### src/rtl/dew_pkg.sv
package dew_pkg;

    localparam int unsigned BUS_W = 32;

    // bit positions inside the two control words
    localparam int unsigned BIT_RSTST = 3;
    localparam int unsigned BIT_FLAG  = 2;
    localparam int unsigned BIT_ENA   = 1;
    localparam int unsigned BIT_ENB   = 0;

    typedef enum logic [1:0] {
        REG_CTRL_A = 2'd0,
        REG_CTRL_B = 2'd1,
        REG_TBASE  = 2'd2,
        REG_NONE   = 2'd3
    } reg_sel_e;

    typedef struct packed {
        logic run;
        logic clr_flag;
        logic clr_rst;
    } dew_ctrl_s;

    typedef struct packed {
        logic flag;
        logic rst_stat;
    } dew_status_s;

    function automatic reg_sel_e map_addr(input logic [31:0] a);
        reg_sel_e s;
        s = REG_NONE;
        if (a[1:0] == 2'b00) begin
            case (a[31:2])
                30'd0:   s = REG_CTRL_A;
                30'd1:   s = REG_CTRL_B;
                30'd2:   s = REG_TBASE;
                default: s = REG_NONE;
            endcase
        end
        return s;
    endfunction

endpackage

### src/rtl/dew_timebase.sv
module dew_timebase #(
    parameter int unsigned TB_W = 32
) (
    input  logic            clk,
    input  logic            rst,
    output logic [TB_W-1:0] tb_o
);

    logic [TB_W-1:0] tb_q;

    always_ff @(posedge clk) begin
        if (rst) tb_q <= '0;
        else     tb_q <= tb_q + 1'b1;
    end

    assign tb_o = tb_q;

    AST_TB_STEP: assert property (@(posedge clk) disable iff (rst)
        1'b1 |=> (tb_q == $past(tb_q) + 1'b1));

endmodule

### src/rtl/dew_expiry.sv
module dew_expiry
    import dew_pkg::*;
#(
    parameter int unsigned INTERVAL_LOG2 = 8,
    parameter int unsigned PULSE_LEN     = 4
) (
    input  logic        clk,
    input  logic        rst,
    input  dew_ctrl_s   ctrl_i,
    output dew_status_s status_o,
    output logic        rst_pulse_o
);

    localparam int unsigned PW = $clog2(PULSE_LEN + 1);

    logic [INTERVAL_LOG2-1:0] cnt_q;
    logic [PW-1:0]            pulse_q;
    logic                     flag_q;
    logic                     rst_stat_q;
    logic                     kick;
    logic                     expire;

    assign kick   = ctrl_i.clr_flag | ctrl_i.clr_rst;
    assign expire = ctrl_i.run && !kick && (cnt_q == '1);

    always_ff @(posedge clk) begin
        if (rst || !ctrl_i.run || kick) cnt_q <= '0;
        else                            cnt_q <= cnt_q + 1'b1;
    end

    always_ff @(posedge clk) begin
        if (rst) begin
            flag_q     <= 1'b0;
            rst_stat_q <= 1'b0;
        end else begin
            if (ctrl_i.clr_flag) flag_q <= 1'b0;
            else if (expire)     flag_q <= 1'b1;
            if (ctrl_i.clr_rst)         rst_stat_q <= 1'b0;
            else if (expire && flag_q)  rst_stat_q <= 1'b1;
        end
    end

    always_ff @(posedge clk) begin
        if (rst)                   pulse_q <= '0;
        else if (expire && flag_q) pulse_q <= PW'(PULSE_LEN);
        else if (pulse_q != '0)    pulse_q <= pulse_q - 1'b1;
    end

    assign status_o.flag     = flag_q;
    assign status_o.rst_stat = rst_stat_q;
    assign rst_pulse_o       = (pulse_q != '0);

    AST_COUNT_HELD: assert property (@(posedge clk) disable iff (rst)
        !ctrl_i.run |=> (cnt_q == '0));
    AST_NO_IDLE_EXPIRY: assert property (@(posedge clk) disable iff (rst)
        !ctrl_i.run |=> !$rose(flag_q));
    AST_FLAG_STAYS: assert property (@(posedge clk) disable iff (rst)
        (flag_q && !ctrl_i.clr_flag) |=> flag_q);
    AST_RST_NEEDS_FLAG: assert property (@(posedge clk) disable iff (rst)
        $rose(rst_pulse_o) |-> $past(flag_q));
    AST_RST_SETS_STATUS: assert property (@(posedge clk) disable iff (rst)
        $rose(rst_pulse_o) |-> rst_stat_q);

endmodule

### src/rtl/dew_regs.sv
module dew_regs
    import dew_pkg::*;
#(
    parameter bit          ENABLE_ONCE = 1'b0,
    parameter int unsigned TB_W        = 32
) (
    input  logic             clk,
    input  logic             rst,
    input  logic             wr_i,
    input  logic             rd_i,
    input  reg_sel_e         sel_i,
    input  logic [BUS_W-1:0] wdata_i,
    input  dew_status_s      status_i,
    input  logic [TB_W-1:0]  tbase_i,
    output dew_ctrl_s        ctrl_o,
    output logic [BUS_W-1:0] rdata_o
);

    logic             ena_q;
    logic             enb_q;
    logic             wr_a;
    logic             wr_b;
    logic             sticky;
    logic [BUS_W-1:0] rdata_d;
    logic [BUS_W-1:0] rdata_q;
    logic             unused_wdata;

    assign wr_a   = wr_i && (sel_i == REG_CTRL_A);
    assign wr_b   = wr_i && (sel_i == REG_CTRL_B);
    assign sticky = ENABLE_ONCE && ena_q && enb_q;

    always_ff @(posedge clk) begin
        if (rst) begin
            ena_q <= 1'b0;
            enb_q <= 1'b0;
        end else begin
            if (wr_a && (!sticky || wdata_i[BIT_ENA])) ena_q <= wdata_i[BIT_ENA];
            if (wr_b && (!sticky || wdata_i[BIT_ENB])) enb_q <= wdata_i[BIT_ENB];
        end
    end

    assign ctrl_o.run      = ena_q && enb_q;
    assign ctrl_o.clr_flag = wr_a && wdata_i[BIT_FLAG];
    assign ctrl_o.clr_rst  = wr_a && wdata_i[BIT_RSTST];

    always_comb begin
        rdata_d = '0;
        case (sel_i)
            REG_CTRL_A: begin
                rdata_d[BIT_RSTST] = status_i.rst_stat;
                rdata_d[BIT_FLAG]  = status_i.flag;
                rdata_d[BIT_ENA]   = ena_q;
            end
            REG_CTRL_B: rdata_d[BIT_ENB] = enb_q;
            REG_TBASE:  rdata_d = BUS_W'(tbase_i);
            default:    rdata_d = '0;
        endcase
    end

    always_ff @(posedge clk) begin
        if (rst || !rd_i) rdata_q <= '0;
        else              rdata_q <= rdata_d;
    end

    assign rdata_o      = rdata_q;
    assign unused_wdata = ^wdata_i[BUS_W-1:4];

    AST_LOCK_HOLDS: assert property (@(posedge clk) disable iff (rst)
        (ENABLE_ONCE && ena_q && enb_q) |=> (ena_q && enb_q));
    AST_CTRLB_READ: assert property (@(posedge clk) disable iff (rst)
        $past(rd_i && sel_i == REG_CTRL_B) |-> (rdata_o[BUS_W-1:1] == '0));

endmodule

### src/rtl/dual_expiry_wdog.sv
module dual_expiry_wdog
    import dew_pkg::*;
#(
    parameter int unsigned INTERVAL_LOG2 = 8,
    parameter int unsigned RST_PULSE_LEN = 4,
    parameter bit          ENABLE_ONCE   = 1'b0,
    parameter int unsigned TB_W          = 32,
    parameter int unsigned ADDR_W        = 4
) (
    input  logic              clk,
    input  logic              rst,
    input  logic [ADDR_W-1:0] bus_addr,
    input  logic              bus_we,
    input  logic              bus_re,
    input  logic [31:0]       bus_wdata,
    output logic [31:0]       bus_rdata,
    output logic              wdt_irq,
    output logic              wdt_rst
);

    reg_sel_e        sel;
    dew_ctrl_s       ctrl;
    dew_status_s     status;
    logic [TB_W-1:0] tbase;

    assign sel = map_addr(32'(bus_addr));

    dew_timebase #(.TB_W(TB_W)) u_tbase (
        .clk  (clk),
        .rst  (rst),
        .tb_o (tbase)
    );

    dew_regs #(.ENABLE_ONCE(ENABLE_ONCE), .TB_W(TB_W)) u_regs (
        .clk      (clk),
        .rst      (rst),
        .wr_i     (bus_we),
        .rd_i     (bus_re),
        .sel_i    (sel),
        .wdata_i  (bus_wdata),
        .status_i (status),
        .tbase_i  (tbase),
        .ctrl_o   (ctrl),
        .rdata_o  (bus_rdata)
    );

    dew_expiry #(.INTERVAL_LOG2(INTERVAL_LOG2), .PULSE_LEN(RST_PULSE_LEN)) u_expiry (
        .clk         (clk),
        .rst         (rst),
        .ctrl_i      (ctrl),
        .status_o    (status),
        .rst_pulse_o (wdt_rst)
    );

    assign wdt_irq = status.flag;

endmodule

### config.mk
export PLATFORM = sky130hd
export DESIGN_NAME = dual_expiry_wdog
export DESIGN_NICKNAME = d
export VERILOG_FILES = /design/src/rtl/dew_pkg.sv /design/src/rtl/dew_timebase.sv /design/src/rtl/dew_expiry.sv /design/src/rtl/dew_regs.sv /design/src/rtl/dual_expiry_wdog.sv
export SDC_FILE = /design/constraint.sdc
export NUM_CORES = 1
export LEC_CHECK = 0
export ABC_CLOCK_PERIOD_IN_PS = 2700
export BUFFER_PORTS_ARGS = -buffer_cell sky130_fd_sc_hd__buf_2
export CAP_MARGIN = 25
export CORE_MARGIN = 4
export CORE_UTILIZATION = 53
export CTS_CLUSTER_DIAMETER = 40
export DETAILED_ROUTE_END_ITERATION = 6
export GPL_ROUTABILITY_DRIVEN = 0
export GPL_TIMING_DRIVEN = 0
export PLACE_DENSITY = 0.82
export REMOVE_ABC_BUFFERS = 1
export SYNTH_ARGS = -nofsm -noshare
export SYNTH_HDL_FRONTEND = slang
export SYNTH_HIERARCHICAL = 1
export SYNTH_SLANG_ARGS = --single-unit
### constraint.sdc
create_clock -name clk -period 2.7 [get_ports clk]
set_input_delay 0.675 -clock clk [delete_from_list [all_inputs] [get_ports clk]]
set_output_delay 0.675 -clock clk [all_outputs]
set_load 0.005 [all_outputs]
# Word-level counts from Yosys, hierarchy flattened

Cells that the tools add are included.

$add $sub $neg: 3
Eq/ne operators: 5
Mux-type cells: 6
Bitwise logic cells: 2
Reduce and logical (&&, ||, !) cells: 23

Operators by type and width:

| cell                    | count |
|---|---|
| $add A32 B1 Y32 const B | 1 |
| $add A8 B1 Y8 const B   | 1 |
| $eq A8 B8 Y1 const B    | 1 |
| $logic_and A1 B1 Y1     | 8 |
| $reduce_or A2 Y1        | 4 |
| $logic_not A2 Y1        | 3 |
| $mux W3                 | 2 |
| $pmux W2 S3             | 1 |
| $pmux W3 S2             | 1 |
| $eq A2 B1 Y1 const B    | 2 |
| $eq A2 B2 Y1 const B    | 2 |
| $logic_not A1 Y1        | 3 |
| $logic_or A1 B1 Y1      | 3 |
| $reduce_bool A3 Y1      | 1 |
| $sub A3 B1 Y3 const B   | 1 |
| $mux W2                 | 1 |
| $pmux W1 S2             | 1 |
| $reduce_bool A2 Y1      | 1 |
| $not A1 Y1              | 1 |
| $or A1 B1 Y1            | 1 |

Register bits: 79
Input bits: 40
Output and inout bits: 34
Word-level logic and storage cells: 49

# Logic depth before layout (Yosys ltp)

Depth after elaboration: 12
Gate-level depth with buffers: 8
Gate-level depth less buffers: 7

# By module

The synthesis kept the hierarchy.

By module, submodules not included:

| module           | times used | cells an instance | area an instance (um^2) | seq. area each (um^2) |
|---|---|---|---|---|
| dew_timebase     | 1          | 168               | 1475.2                  | 640.6 |
| dew_regs         | 1          | 92                | 1139.8                  | 680.7 |
| dew_expiry       | 1          | 67                | 614.3                   | 260.2 |
| dual_expiry_wdog | 1          | 2                 | 12.5                    | 0.0 |

# Least setup slack after synthesis

Ideal clock, no wire load.

Path kind: in2reg
Start: input port bus_addr[1]
End: register u_expiry.flag_q
Library setup time: 86 ps
Data arrival time: 2213 ps
Required time: 2614 ps
Setup slack: 401 ps
Cell stages on the path: 7
Path buffers: 0
Cell sequence: or3_1 > inv_1 > ha_1 > and3_1 > or3b_4 > or3_1 > a211oi_1

RTL lines:

| element              | RTL line               | text |
|---|---|---|
| start, declared      | dual_expiry_wdog.sv:12 | `input logic [ADDR_W-1:0] bus_addr,` |
| end signal, assigned | dew_expiry.sv:33       | `flag_q <= 1'b0;` |
| end signal, assigned | dew_expiry.sv:36       | `if (ctrl_i.clr_flag) flag_q <= 1'b0;` |
| end signal, assigned | dew_expiry.sv:37       | `else if (expire) flag_q <= 1'b1;` |
| end, declared        | dew_expiry.sv:18       | `logic flag_q;` |

# Worst setup path in the final report

Start: register u_tbase.tb_q[0], in the netlist u_tbase/tb_o[0]
End: register u_tbase.tb_q[31], in the netlist u_tbase/tb_o[31]

Cells in the longest elaborated chain, start to end: 1

Ends and longest elaborated chain:

| element                | RTL line           | text |
|---|---|---|
| start, declared        | dew_timebase.sv:9  | `logic [TB_W-1:0] tb_q;` |
| start signal, assigned | dew_timebase.sv:13 | `else tb_q <= tb_q + 1'b1;` |
| $add A32 B1 Y32        | dew_timebase.sv:13 |  |

No other way between the ends.
A chain may end at the register's enable or synchronous reset.

==> results.py <==
metrics = {
    "sta": {
        "fmax_ghz": 0.4257,
        "finalCriticalPeriod_ps": 2349,
        "rsz0062_at_grt": "no",
        "relSlewSlack_pct": 38.32,
        "setup_viol": 0,
        "worst_hold_slack_ps": 455.9,
        "tightest_slew_ps": 925.3,
        "hold_violations": 0,
        "min_period_over_period_pct": 87.00,
        "finalClockSkew_ps": 5.452,
        "drv_slew": 0,
    },
    "clocking": {
        "clock_sinks": 79,
        "cts_root_buffer": "clkbuf_8",
        "clkTransAtPathRegs_ps": 70,
        "h-tree-depth": 3,
        "ctsHoldBuffers": 0,
        "cts_tree": "yes",
        "post_cts_resized": 0,
        "post_cts_buffers": 0,
        "cts_buffers": 9,
        "clock_path_buffers": 2,
        "clk_latency_ps": 340,
    },
    "floorplan": {
        "chipHeight_um": 86.21,
        "start_util_pct": 54.75,
        "core-area_um2": 5921,
        "pin_count": 74,
        "rows": 28,
        "die_area_um2": 7432,
        "die_w_um": 86.21,
    },
    "finish": {
        "fill_cells": 493,
        "drive_above_1_share_pct": 24.53,
        "final_cell_mix": "dfxtp_1, buf_2, a21oi_1",
        "mostFrequentLayoutCell": "dfxtp_1",
        "seq_area_um2": 1582,
        "stdcell_area_um2": 3645,
        "num_antenna_cells": 0,
        "multi_input_area_um2": 1500,
        "layout.nets": 420,
        "area_growth_pct": 12.43,
    },
    "synth": {
        "synth_top_area_share_pct": 48.78,
        "ys_async_sr_fraction_pct": 0,
        "ys_top_cells_by_area": "dfxtp_1, and2_4, ha_1",
        "syn_area_um2": 3242,
        "yosys_warnings": 6,
        "ys_ff_latch": 79,
        "synthDistinctLibCells": 45,
        "yosysSeqAreaShare_pct": 48.78,
        "synthCells": 329,
        "synth_edf_count": 0,
        "synth-main-ff-cell": "dfxtp_1",
        "syn_area_per_cell_um2": 9.854,
        "synth_top_area_cell": "dfxtp_1",
    },
    "global_routing": {
        "grt-ovfl-total": 0,
        "grt_pass1_vias": 2423,
        "antenna_found_initial": 0,
        "grt_pass1_wl_mm": 10.28,
        "grt_max_degree": 48,
        "track_usage_pct": 17.27,
    },
    "drt": {
        "drt_iter0_drc": 172,
        "wl_per_cell_um": 13.02,
        "drc": 0,
        "dr.pass1.iters": 5,
        "routed_via_density": 5.413,
        "vias": 2436,
        "drt_wl_total_mm": 5.861,
        "ant_nets": 0,
    },
    "pwr": {
        "pwr-share-clk_pct": 37.9,
        "netSwitchingFraction_pct": 22.83,
        "power_density_nw_per_um2": 608.4,
        "switching_power_mw": 0.5062,
        "comb_power_share_pct": 7.8,
        "seq_power_share_pct": 54.3,
        "internal_power_mw": 1.711,
        "p_leak_nw": 1.460,
        "vdd_drop_max_v": 0.0003987,
        "power_mw": 2.217,
    },
    "worst_setup_path": {
        "crit_arrival_ps": 2580,
        "critPathSlowestCell": "or4_1",
        "crit_family": "simple AND/OR/NAND/NOR gates",
        "cp_data_required_time_ps": 2930,
        "cp-end-kind": "flop",
        "crit_chain": "nand2_1, or4_1, nor4_1, mux2_2",
        "crit_buf_inv": 0,
        "worstSetupStartpointType": "flop",
        "worst-setup-path-type": "reg -> reg",
        "critPathMaxFanout": 19,
        "crit_path_max_incr_delay_ps": 830,
    },
    "placed_design": {
        "dp_hpwl_mm": 4.030,
        "placed_area_um2": 3455,
        "port_buffers": 45,
    },
    "hold_path": {
        "hold_class": "reg -> reg",
    },
    "run_status": {
        "status": "finished, final reports clean",
    },
    "job": {
        "cap_violations": 0,
    },
}
worst register-to-register path: cells and delay by family, from the launching register on:
| family | cells | cell delay [ps] |
|---|---|---|
| flops | 1 | 420 |
| mux | 1 | 380 |
| simple gates | 3 | 1440 |
per-stage QoR:
step | std cells | setup slack, ps | TNS [ps] | utilization (%)
after global placement | 434 | 66.40 | 0 | 58.35
after floorplan | 314 | 390.2 | 0 | -
final | 450 | 350.9 | 0 | 61.56
after global routing | 450 | 181.6 | 0 | 61.56
after detailed placement | 434 | -19.11 | -228.5 | 58.35
after CTS | 450 | 357.8 | 0 | 61.56
cell families after synthesis:
family                   share of synthesized area, %
XOR/XNOR                                        3.512
AO/OA/AOI/OAI                                   10.04
AND/OR/NAND/NOR                                 27.48
buffers and inverters                           4.940
flip-flops                                      48.78
adder cells (fa/ha/maj)                         3.860
multiplexers                                    1.389
flip-flops by register name (all words and copies together), names as in the netlist:
name and count:
u_expiry/cnt_q 8, u_expiry/flag_q 1, u_expiry/pulse_q 3, u_expiry/rst_stat_q 1, u_regs/ena_q 1, u_regs/enb_q 1, u_regs/rdata_o 32, u_tbase/tb_o 32
routing by layer:
layer,routed length [um],track usage (%),vias up
li1,-,-,1236
met1,2539,20.30,1118
met2,2830,28.52,73
met3,404,6.274,9
met4,88,7.224,0
met5,0,0,-
worst paths after layout:
check                 endpoint  cells after the start               from  slack [ps]
max           u_tbase/tb_o[31]                      4    u_tbase/tb_o[0]         350
min          u_expiry/cnt_q[0]                      1  u_expiry/cnt_q[0]         460
max reg2reg   u_tbase/tb_o[31]                      4    u_tbase/tb_o[0]         350
min reg2reg  u_expiry/cnt_q[0]                      1  u_expiry/cnt_q[0]         460
cells in the mapped netlist (6+ instances only):
master and number:
o31ai_1 12, dfxtp_1 79, nor2_1 23, or4_1 13
ha_1 10, or3_1 11, nand3_1 13, inv_1 13
nor3_1 7, and2_1 10, nand2_1 13, xnor2_1 6
and2_4 20, xor2_1 7, a21oi_1 24, o21ai_0 6
area by class of cell:
cell class | count | share of cell area [%]
clock buffers | 12 | 3.982
clock inverters | 4 | 1.236
inverters | 14 | 1.476
multi-input cells | 221 | 41.16
flip-flops and latches | 79 | 43.39
well taps | 75 | 2.575
repair buffers | 45 | 6.179
power groups by stage:
stage               Combinational (mW)  Sequential [mW]  Clock (mW)
finish                           0.173             1.20       0.840
detailed placement               0.170             1.23           0
floorplan                        0.116             1.23           0
global placement                 0.160             1.23           0
global route                     0.205             1.21       0.927
CTS                              0.176             1.20       0.865
(Power assumes the default switching activity.)
